===== config.mk =====
export PLATFORM = sky130hd
export DESIGN_NAME = morph_window_unit
export DESIGN_NICKNAME = d
export VERILOG_FILES = /design/src/rtl/morph_pkg.sv /design/src/rtl/morph_reduce_tree.sv /design/src/rtl/morph_ctrl.sv /design/src/rtl/morph_datapath.sv /design/src/rtl/morph_window_unit.sv
export SDC_FILE = /design/constraint.sdc
export NUM_CORES = 2
export LEC_CHECK = 0
export ABC_AREA = 0
export CORE_ASPECT_RATIO = 1.25
export CORE_MARGIN = 5
export CORE_UTILIZATION = 53
export DETAILED_ROUTE_END_ITERATION = 16
export GPL_TIMING_DRIVEN = 0
export PLACE_DENSITY = 0.73
export SKIP_LAST_GASP = 1
export SLEW_MARGIN = 20
export SYNTH_ARGS = -nofsm -noshare
export SYNTH_HDL_FRONTEND = slang
export SYNTH_SLANG_ARGS = --single-unit

===== constraint.sdc =====
create_clock -name clk -period 2.6 [get_ports clk]
set_clock_uncertainty 0.15 [all_clocks]
set_input_delay 0.78 -clock clk [delete_from_list [all_inputs] [get_ports clk]]
set_output_delay 0.78 -clock clk [all_outputs]
set_load 0.05 [all_outputs]

===== src/rtl/morph_pkg.sv =====
package morph_pkg;

  typedef enum logic [1:0] {
    OP_ERODE  = 2'b00,
    OP_DILATE = 2'b01,
    OP_GRAD   = 2'b10
  } morph_op_e;

  // Strobes from control to datapath, aligned as the comments say
  typedef struct packed {
    logic      rowTop;     // aligned with the stage-2 window
    logic      rowBottom;  // aligned with the stage-2 window
    morph_op_e outOp;      // aligned with the tree output
  } morph_strobe_t;

  function automatic morph_op_e decodeOp(input logic [1:0] code);
    if (code[1]) return OP_GRAD;
    return code[0] ? OP_DILATE : OP_ERODE;
  endfunction

  // Number of values left after `lvl` pairwise tree levels
  function automatic int treeSize(input int numIn, input int lvl);
    int s;
    s = numIn;
    for (int i = 0; i < lvl; i++) s = (s + 1) / 2;
    return s;
  endfunction

endpackage


===== src/rtl/morph_reduce_tree.sv =====
module morph_reduce_tree #(
  parameter int PIX_W    = 8,
  parameter int NUM_IN   = 9,
  parameter bit TAKE_MAX = 1'b0
) (
  input  logic                    clk,
  input  logic [NUM_IN*PIX_W-1:0] inVals,
  output logic [PIX_W-1:0]        outVal
);
  import morph_pkg::*;

  localparam int LEVELS = $clog2(NUM_IN);

  for (genvar l = 0; l < LEVELS; l++) begin : lvl
    localparam int IN_N  = treeSize(NUM_IN, l);
    localparam int OUT_N = treeSize(NUM_IN, l + 1);
    logic [PIX_W-1:0] src [IN_N];
    logic [PIX_W-1:0] dst [OUT_N];

    for (genvar j = 0; j < IN_N; j++) begin : feed
      if (l == 0) begin : fromIn
        assign src[j] = inVals[j*PIX_W +: PIX_W];
      end else begin : fromPrev
        assign src[j] = lvl[l-1].dst[j];
      end
    end

    always_ff @(posedge clk) begin
      for (int j = 0; j < OUT_N; j++) begin
        logic [PIX_W-1:0] a, b;
        a = src[2*j];
        b = src[(2*j+1 < IN_N) ? (2*j+1) : (2*j)];
        if (TAKE_MAX) dst[j] <= (a > b) ? a : b;
        else          dst[j] <= (a < b) ? a : b;
      end
    end
  end

  assign outVal = lvl[LEVELS-1].dst[0];

endmodule


===== src/rtl/morph_ctrl.sv =====
module morph_ctrl #(
  parameter int LANES       = 4,
  parameter int DIM_W       = 10,
  parameter int TREE_LEVELS = 4
) (
  input  logic                     clk,
  input  logic                     rstN,
  input  logic                     winValid,
  input  logic [1:0]               cfgOp,
  input  logic [DIM_W-1:0]         cfgWidth,
  input  logic [DIM_W-1:0]         cfgHeight,
  output morph_pkg::morph_strobe_t strobe,
  output logic [LANES-1:0]         leftEdge,
  output logic [LANES-1:0]         rightEdge,
  output logic                     resValid
);
  import morph_pkg::*;

  localparam int LATENCY  = 3 + TREE_LEVELS + 1;
  localparam int OP_DEPTH = 3 + TREE_LEVELS;
  localparam logic [DIM_W:0] LANE_STEP = (DIM_W+1)'(LANES);

  logic [DIM_W-1:0] colCnt, rowCnt;
  logic [DIM_W-1:0] colS1, rowS1;
  logic             rowTopS2, rowBottomS2;
  logic [LATENCY-1:0] validPipe;
  morph_op_e        opPipe [OP_DEPTH];

  // Stage 0/1: position counters, sampled alongside the window
  always_ff @(posedge clk or negedge rstN) begin
    if (!rstN) begin
      colCnt <= '0;
      rowCnt <= '0;
    end else if (winValid) begin
      if ({1'b0, colCnt} + LANE_STEP >= {1'b0, cfgWidth}) begin
        colCnt <= '0;
        if ({1'b0, rowCnt} + 1'b1 >= {1'b0, cfgHeight}) rowCnt <= '0;
        else rowCnt <= rowCnt + 1'b1;
      end else begin
        colCnt <= colCnt + LANE_STEP[DIM_W-1:0];
      end
    end
  end

  always_ff @(posedge clk) begin
    colS1 <= colCnt;
    rowS1 <= rowCnt;
  end

  // Stage 2: border comparators
  always_ff @(posedge clk) begin
    rowTopS2    <= (rowS1 == '0);
    rowBottomS2 <= (rowS1 == cfgHeight - 1'b1);
    for (int i = 0; i < LANES; i++) begin
      leftEdge[i]  <= ({1'b0, colS1} + (DIM_W+1)'(i) == '0);
      rightEdge[i] <= ({1'b0, colS1} + (DIM_W+1)'(i) == {1'b0, cfgWidth} - 1'b1);
    end
  end

  // Operation follows its window down the pipe
  always_ff @(posedge clk) begin
    opPipe[0] <= decodeOp(cfgOp);
    for (int j = 1; j < OP_DEPTH; j++) opPipe[j] <= opPipe[j-1];
  end

  always_ff @(posedge clk or negedge rstN) begin
    if (!rstN) validPipe <= '0;
    else       validPipe <= {validPipe[LATENCY-2:0], winValid};
  end

  assign strobe.rowTop    = rowTopS2;
  assign strobe.rowBottom = rowBottomS2;
  assign strobe.outOp     = opPipe[OP_DEPTH-1];
  assign resValid         = validPipe[LATENCY-1];

endmodule


===== src/rtl/morph_datapath.sv =====
module morph_datapath #(
  parameter int LANES = 4,
  parameter int PIX_W = 8
) (
  input  logic                     clk,
  input  logic [LANES*9*PIX_W-1:0] winData,
  input  logic [8:0]               cfgMask,
  input  morph_pkg::morph_strobe_t strobe,
  input  logic [LANES-1:0]         leftEdge,
  input  logic [LANES-1:0]         rightEdge,
  output logic [LANES*PIX_W-1:0]   resData
);
  import morph_pkg::*;

  localparam int WIN_W = 9 * PIX_W;
  localparam logic [PIX_W-1:0] PIX_MAX = '1;

  for (genvar i = 0; i < LANES; i++) begin : lane
    logic [WIN_W-1:0] s1Win, s2Win, minIn, maxIn;
    logic [8:0]       keep;
    logic [PIX_W-1:0] minOut, maxOut, laneOut;

    always_ff @(posedge clk) begin
      s1Win <= winData[i*WIN_W +: WIN_W];
      s2Win <= s1Win;
    end

    // Selection: element mask and off-image exclusion
    always_comb begin
      for (int k = 0; k < 9; k++) begin
        keep[k] = cfgMask[k];
        if (k < 3 && strobe.rowTop)         keep[k] = 1'b0;
        if (k >= 6 && strobe.rowBottom)     keep[k] = 1'b0;
        if ((k % 3) == 0 && leftEdge[i])    keep[k] = 1'b0;
        if ((k % 3) == 2 && rightEdge[i])   keep[k] = 1'b0;
      end
    end

    // Stage 3: neutral-value substitution
    always_ff @(posedge clk) begin
      for (int k = 0; k < 9; k++) begin
        minIn[k*PIX_W +: PIX_W] <= keep[k] ? s2Win[k*PIX_W +: PIX_W] : PIX_MAX;
        maxIn[k*PIX_W +: PIX_W] <= keep[k] ? s2Win[k*PIX_W +: PIX_W] : '0;
      end
    end

    morph_reduce_tree #(.PIX_W(PIX_W), .NUM_IN(9), .TAKE_MAX(1'b0)) minTree (
      .clk(clk), .inVals(minIn), .outVal(minOut)
    );
    morph_reduce_tree #(.PIX_W(PIX_W), .NUM_IN(9), .TAKE_MAX(1'b1)) maxTree (
      .clk(clk), .inVals(maxIn), .outVal(maxOut)
    );

    always_ff @(posedge clk) begin
      unique case (strobe.outOp)
        OP_ERODE:  laneOut <= minOut;
        OP_DILATE: laneOut <= maxOut;
        default:   laneOut <= (maxOut >= minOut) ? (maxOut - minOut) : '0;
      endcase
    end

    assign resData[i*PIX_W +: PIX_W] = laneOut;
  end

endmodule


===== src/rtl/morph_window_unit.sv =====
module morph_window_unit #(
  parameter int LANES = 4,
  parameter int PIX_W = 8,
  parameter int DIM_W = 10
) (
  input  logic                     clk,
  input  logic                     rstN,
  input  logic                     winValid,
  input  logic [LANES*9*PIX_W-1:0] winData,
  input  logic [1:0]               cfgOp,
  input  logic [8:0]               cfgMask,
  input  logic [DIM_W-1:0]         cfgWidth,
  input  logic [DIM_W-1:0]         cfgHeight,
  output logic                     resValid,
  output logic [LANES*PIX_W-1:0]   resData
);
  import morph_pkg::*;

  localparam int TREE_LEVELS = $clog2(9);

  morph_strobe_t    strobe;
  logic [LANES-1:0] leftEdge, rightEdge;

  morph_ctrl #(.LANES(LANES), .DIM_W(DIM_W), .TREE_LEVELS(TREE_LEVELS)) ctrl (
    .clk(clk), .rstN(rstN), .winValid(winValid), .cfgOp(cfgOp),
    .cfgWidth(cfgWidth), .cfgHeight(cfgHeight), .strobe(strobe),
    .leftEdge(leftEdge), .rightEdge(rightEdge), .resValid(resValid)
  );

  morph_datapath #(.LANES(LANES), .PIX_W(PIX_W)) datapath (
    .clk(clk), .winData(winData), .cfgMask(cfgMask), .strobe(strobe),
    .leftEdge(leftEdge), .rightEdge(rightEdge), .resData(resData)
  );

endmodule


# ---- Word level (Yosys, flattened, before mapping)
# Memory sizes are Yosys's and may differ from the RTL's.
# Cells that the tools add are included.
dict set report classes {
  muxes 108
  n_eq_ne 6
  n_reduce_logical 7
  order_cmp 70
  addsub 13
}
# op count
set ops {}
lappend ops {{8-bit 2-to-1 mux} 68}
lappend ops {{8-bit > comparator} 32}
lappend ops {{8-bit < comparator} 32}
lappend ops {{8-bit case mux with 2 select lines} 4}
lappend ops {{11-bit logical NOT} 4}
lappend ops {{11-bit == test} 3}
lappend ops {{8-bit >= comparator} 4}
lappend ops {{1-bit 2-to-1 mux} 32}
lappend ops {{8-bit subtractor} 4}
lappend ops {{10-bit by 1-bit adder with 11-bit output, second input constant} 2}
lappend ops {{10-bit by 2-bit adder with 11-bit output, second input constant} 2}
lappend ops {{11-bit by 10-bit >= comparator with 1-bit output} 2}
lappend ops {{10-bit 2-to-1 mux} 2}
lappend ops {{10-bit by 3-bit adder with 11-bit output, second input constant} 1}
lappend ops {{10-bit by 11-bit == test with 1-bit output} 1}
lappend ops {{10-bit by 1-bit subtractor with 11-bit output, second input constant} 1}
lappend ops {{10-bit by 1-bit adder with 10-bit output, second input constant} 1}
lappend ops {{10-bit by 3-bit adder with 10-bit output, second input constant} 1}
lappend ops {{10-bit == test} 1}
lappend ops {{10-bit logical NOT} 1}
lappend ops {{10-bit by 1-bit subtractor with 10-bit output, second input constant} 1}
lappend ops {{2-bit 2-to-1 mux} 2}
lappend ops {{2-bit by 1-bit == test with 1-bit output, second input constant} 1}
lappend ops {{2-bit logical NOT} 1}
lappend ops {{2-bit AND reduction} 1}
dict set report totals {
  ramBits 718
  reg_bits 1242
  out_inout_bits 33
  memories 33
  inputBits 322
}
# name words word_bits rd rd_clocked_by_memory_dff write_ports line_no
set mem_list {}
lappend mem_list {{datapath.lane[0].maxTree.lvl[0].dst} 5 8 5 0 5 morph_reduce_tree.sv:18} ;# logic [PIX_W-1:0] dst [OUT_N];
lappend mem_list {{datapath.lane[0].minTree.lvl[0].dst} 5 8 5 0 5 morph_reduce_tree.sv:18}
lappend mem_list {{datapath.lane[1].maxTree.lvl[0].dst} 5 8 5 0 5 morph_reduce_tree.sv:18}
lappend mem_list {{datapath.lane[1].minTree.lvl[0].dst} 5 8 5 0 5 morph_reduce_tree.sv:18}
lappend mem_list {{datapath.lane[2].maxTree.lvl[0].dst} 5 8 5 0 5 morph_reduce_tree.sv:18}
lappend mem_list {{datapath.lane[2].minTree.lvl[0].dst} 5 8 5 0 5 morph_reduce_tree.sv:18}
lappend mem_list {{+27 memories} -- -- -- -- -- --}

# ---- Longest topological paths before layout
# An unclocked memory read counts as a cell.
dict set report depth {
  depth_word 4
  mapped_depth 11
}

# ---- By module
# Synthesis repeated with hierarchy kept, for this count alone.
dict set report hier_totals {
  hier_cells 5331
  hier_area_um2 65798.1
}
# mod area_per_inst_um2 cells_per_inst n_inst seq_area_each_um2
set by_module_without_submodules {}
lappend by_module_without_submodules {morph_datapath 29826.1 2153 1 23702.7}
lappend by_module_without_submodules {{morph_reduce_tree (datapath.lane[0].maxTree ...)} 4201.5 368 4 1761.7}
lappend by_module_without_submodules {{morph_reduce_tree (datapath.lane[0].minTree ...)} 3983.8 344 4 1761.7}
lappend by_module_without_submodules {morph_ctrl 3230.6 330 1 1451.4}

# ---- Worst setup path before layout
# OpenSTA, ideal clock, no wires.
dict set report synth_timing {
  path_kind {flip-flop to flip-flop}
  startpoint {register ctrl.rowCnt[2]}
  endpoint {register ctrl.rowCnt[8]}
  setup_ns 0.126
  t_arrival_ns 2.496
  t_required_ns 2.324
  setup_slack_ns -0.172
  synth_period_minus_slack_ns 2.772
  path_stages_with_launch 12
  cell_sequence {dfrtp_1 > and3_4 > nand3_1 > or2_2 > nor2_1 > xnor2_1 > inv_1 > ha_1 > o211ai_1 > o221ai_4 > nor2_4 > a221o_1}
}
dict set report synth_between {
  elab_chain_len 3
  word_cells_on_any_way 4
  classes_between {add/sub: 2; order compare: 1; mux: 1}
}
# element line_no
set synth_lines {}
lappend synth_lines {{start: declaration} morph_ctrl.sv:23} ;# logic [DIM_W-1:0] colCnt, rowCnt;
lappend synth_lines {{start signal: assignment} morph_ctrl.sv:38} ;# else rowCnt <= rowCnt + 1'b1;
lappend synth_lines {{10-bit by 1-bit adder with 11-bit output} morph_ctrl.sv:37} ;# if ({1'b0, rowCnt} + 1'b1 >= {1'b0, cfgHeight}) rowCnt <= '0;
lappend synth_lines {{11-bit by 10-bit >= comparator with 1-bit output} morph_ctrl.sv:37}
lappend synth_lines {{10-bit 2-to-1 mux *} morph_ctrl.sv:37}
# Mark *: on every way between the ends. The rest lies on a longest branch, timed or not.
# A chain may end at the register's enable or synchronous reset.

# ---- Worst setup path in the final report
dict set report layout_timing {
  startpoint {register ctrl.colCnt[4]}
  endpoint {register ctrl.rowCnt[8]}
}
dict set report layout_between {
  elab_chain_len 3
}
# element line_no
set layout_lines {}
lappend layout_lines {{start: declaration} morph_ctrl.sv:23}
lappend layout_lines {{start signal: assignment} morph_ctrl.sv:40} ;# colCnt <= colCnt + LANE_STEP[DIM_W-1:0];
lappend layout_lines {{10-bit by 3-bit adder with 11-bit output} morph_ctrl.sv:35} ;# if ({1'b0, colCnt} + LANE_STEP >= {1'b0, cfgWidth}) begin
lappend layout_lines {{11-bit by 10-bit >= comparator with 1-bit output} morph_ctrl.sv:35}
lappend layout_lines {{2-bit AND reduction (no line)} --}
# Every way passes these cells.

==> run summary <==
WL/cell: 18.3 µm
Post-synth ARST share: 1.33%
Final Slew Violations: 0
Initial Utilization: 53.3%
Mapped Cells: 5323
Max FO, Critical Path: 7
crit path launch type: flip-flop
DRT antenna net count: 0
setup tns final: -2730 ps
synth warn: 0
Post-synth EDFFs: 0
crit end category: flip-flop
DRC Markers: 0
starting DRC count in detailed routing: 1536
DR pass1 iterations: 7
Die W: 323 µm
Synth area leaders: dfxtp_1 (60%), ha_1 (10%), mux2_2 (8.9%)
Worst Hold Class: reg2reg
Worst R2R Path Depth: 11
Hold Violations, Final: 0
Final Net Count: 6754
initial antenna violation count: 14
Die Y: 401 µm
Cell variety after synth: 66
clock sinks: 1954
H-tree levels: 4
Peak VDD IR: 0.000588 V
failing checks: setup timing
number of global-route vias before repair: 39534
sequential area share after synthesis: 60.6%
clk_lat worst skew: 790 ps
syn nets: 6187
hold path startpoint: datapath.lane[1].s1Win[29]$_DFF_P_
worst-margin pin slew: 1170 ps
layout cells sized above 1: 16.6%
period utilisation layout: 109%
I/O pins: 355
detailed placer's ending HPWL: 105000 µm
FP Rows: 143
synthesized flop and latch total: 1954
total grt overflow: 0
top cell type by total area after synthesis: dfxtp_1
IO Port Bufs: 353
area used by multi-input combinational logic: 23500 µm²
Cell Pwr Density: 1060 nW/µm²
CTS root buf: clkbuf_16
unrepaired setup endpoints after global routing: yes
area delta synth->final: 19.5%
Bufs on Longest Clock Path: 3
FF-to-FF setup slack: -240 ps
worst slack at placement: -871 ps
achievable frequency: 0.352 GHz
CTS tree: done
Core Util, Final: 63.7%
first-pass GRT wire length: 213000 µm
Lkg Pwr: 34.0 nW
global-route usage over all layers: 21.3%
Reg clk slew, reported paths: 70 ps
Final GP Congestion: 0.887
endpoints failing setup: 18
kind of critical path: reg2reg
Tmin final: 2840 ps
final wirelength: 140000 µm
pin count of the biggest net entering global routing: 27
Num CTS Buffers: 179
Max Cap Viol: 0
Vias: 38128
critical path required time: 3130 ps
Netlist Area Pre-Place: 64700 µm²
setup ws final: -240 ps
Hold EP: datapath.lane[1].s2Win[29]$_DFF_P_
die area: 129000 µm²
R2R Path Start: ctrl.colCnt[4]$_DFFE_PN0P_
relative slew slack: 21.8%
Primary FF master, synth: dfxtp_1
Arr. time, crit path: 3370 ps
FF-to-FF End: ctrl.rowCnt[8]$_DFFE_PN0P_
post-route insts no fill: 7649
syn_area_per_cell: 12.2 µm²
post-synth top area share: 59.6%
placed cell count: 7271
Vias/cell: 4.98
layout filler cell count: 9271
flip-flop and latch area: 39300 µm²
Hold Crit Depth: 0
Core Area: 121000 µm²
outcome: finished with violations
how the worst max path moves through the flow:
stage                                                            from                                     to  slack [ps]  depth (start not counted)
finish                                     ctrl.colCnt[4]$_DFFE_PN0P_             ctrl.rowCnt[8]$_DFFE_PN0P_        -240                         11
global route                               ctrl.colCnt[3]$_DFFE_PN0P_             ctrl.rowCnt[8]$_DFFE_PN0P_        -280                         10
CTS                 datapath.lane[2].maxTree.lvl[3].dst[0][0]$_DFF_P_    datapath.lane[2].laneOut[3]$_DFF_P_         -80                         10
detailed placement                                        cfgWidth[0]              ctrl.rightEdge[0]$_DFF_P_        -870                          8
global placement                                           cfgMask[1]  datapath.lane[3].maxIn[14]$_SDFF_PN0_        -840                          5
floorplan                                  ctrl.rowCnt[2]$_DFFE_PN0P_             ctrl.rowCnt[8]$_DFFE_PN0P_           5                         11
repair_timing:
item,CTS,global route
buffers inserted,27,10
gates resized for setup,164,48
hold endpoints to repair,26,0
cloned,1,0
pin swaps,22,28
hold buffers,1,0
setup endpoints to repair,84,83
metal layers:
| layer | track usage (%) | share of wire (%) | vias to the layer above |
|---|---|---|---|
| li1 | - | - | 19008 |
| met1 | 24.4 | 40 | 18001 |
| met2 | 38.6 | 51 | 827 |
| met3 | 3.79 | 4.6 | 290 |
| met4 | 9.28 | 4.2 | 2 |
| met5 | 0 | 0.0071 | - |
stage by stage:
stage | hold slack, ps | total power [mW] | area [µm²]
floorplan | 160 | 49.1 | 64800
global placement | 160 | 54.1 | 70300
detailed placement | 162 | 54.6 | 70300
CTS | 168 | 82.5 | 77100
global route | 176 | 86.1 | 77300
finish | 165 | 81.9 | 77300
final cells by class:
type | instances | area share, %
multi-input cells | 2730 | 30.4
clock inverters | 99 | 1.66
inverters | 542 | 2.63
diodes | 9 | 0.0291
well taps | 1595 | 2.58
flip-flops and latches | 1954 | 50.8
clock buffers | 237 | 6.53
repair buffers | 391 | 4.93
plain buffers | 92 | 0.468
flip-flops by register name (all words and copies together), names as in the netlist:
name / flops
ctrl.colCnt: 8
ctrl.colS1: 8
ctrl.leftEdge: 2
ctrl.opPipe: 14
ctrl.rightEdge: 4
ctrl.rowBottomS2: 1
ctrl.rowCnt: 10
ctrl.rowS1: 10
ctrl.rowTopS2: 1
ctrl.validPipe: 8
datapath.lane.laneOut: 32
datapath.lane.maxIn: 288
datapath.lane.maxTree.lvl.dst: 352
datapath.lane.minIn: 288
datapath.lane.minTree.lvl.dst: 352
datapath.lane.s1Win: 288
datapath.lane.s2Win: 288
synth_stat cells, types with 6 or more instances:
cell / number
nand4_1: 102
o32ai_1: 10
xnor2_1: 29
a21oi_1: 139
or3_1: 96
o21a_1: 20
a211oi_1: 41
a22o_1: 6
mux2_2: 514
xor2_1: 15
inv_1: 541
o21ai_0: 90
nor3_1: 11
o31a_1: 30
dfxtp_1: 1928
a21o_1: 65
nand3_1: 15
and2_1: 292
a21oi_2: 32
dfrtp_1: 26
nor2_1: 108
nand2b_1: 263
o22ai_1: 51
mux2i_1: 34
ha_1: 538
nor2b_1: 77
o211ai_1: 7
clkbuf_1: 92
nand2_1: 67
kinds of logic (layout without fill, tap and decap cells):
| logic type | after synthesis | after routing | share of synthesized area (%) |
|---|---|---|---|
| AO/OA/AOI/OAI | 538 | 539 | 5.50 |
| XOR/XNOR | 44 | 44 | 0.595 |
| adder cells (fa/ha/maj) | 542 | 542 | 10.5 |
| buffers and inverters | 640 | 1361 | 3.72 |
| flip-flops | 1954 | 1954 | 60.6 |
| multiplexers | 548 | 548 | 9.47 |
| other | 1 | 10 | 0.00579 |
| AND/OR/NAND/NOR | 1056 | 1056 | 9.57 |
layout by cell type (no fill, tap or decap), types with 15 or more instances in the layout:
master and n:
bufinv_16 25, inv_1 540, clkinvlp_4 15, clkbuf_1 112, dfrtp_1 20, a211oi_1 38
o31a_1 30, clkbuf_8 25, and2_1 291, clkbuf_16 184, dfxtp_1 1928, mux2_2 513
nand2b_1 263, a21oi_2 34, or3_1 96, nand2_1 67, ha_1 531, mux2i_1 34
nor2_1 105, nand4_1 102, buf_4 29, a21oi_1 136, o21ai_0 88, o22ai_1 49
xnor2_1 24, clkdlybuf4s50_1 319, o21a_1 20, nor2b_1 75, a21o_1 65, clkinv_2 35
power breakdown:
| group | leakage [nW] | switching, mW | internal (mW) |
|---|---|---|---|
| clock network | 3.09 | 11.3 | 16.3 |
| logic | 14.5 | 9.04 | 8.82 |
| registers | 16.4 | 2.54 | 33.9 |
| total | 34.0 | 22.9 | 59.1 |
critical path: stages (launching register included):
cell and delay [ps]:
dfrtp_2 420, and3_4 190, and3_4 160, buf_4 140
xor2_2 150, ha_2 210, a21oi_4 140, nor2b_4 70
a311oi_2 360, o22a_2 300, nor2_4 90, a221o_1 340
Note: power is estimated with default switching activity, not from simulation.
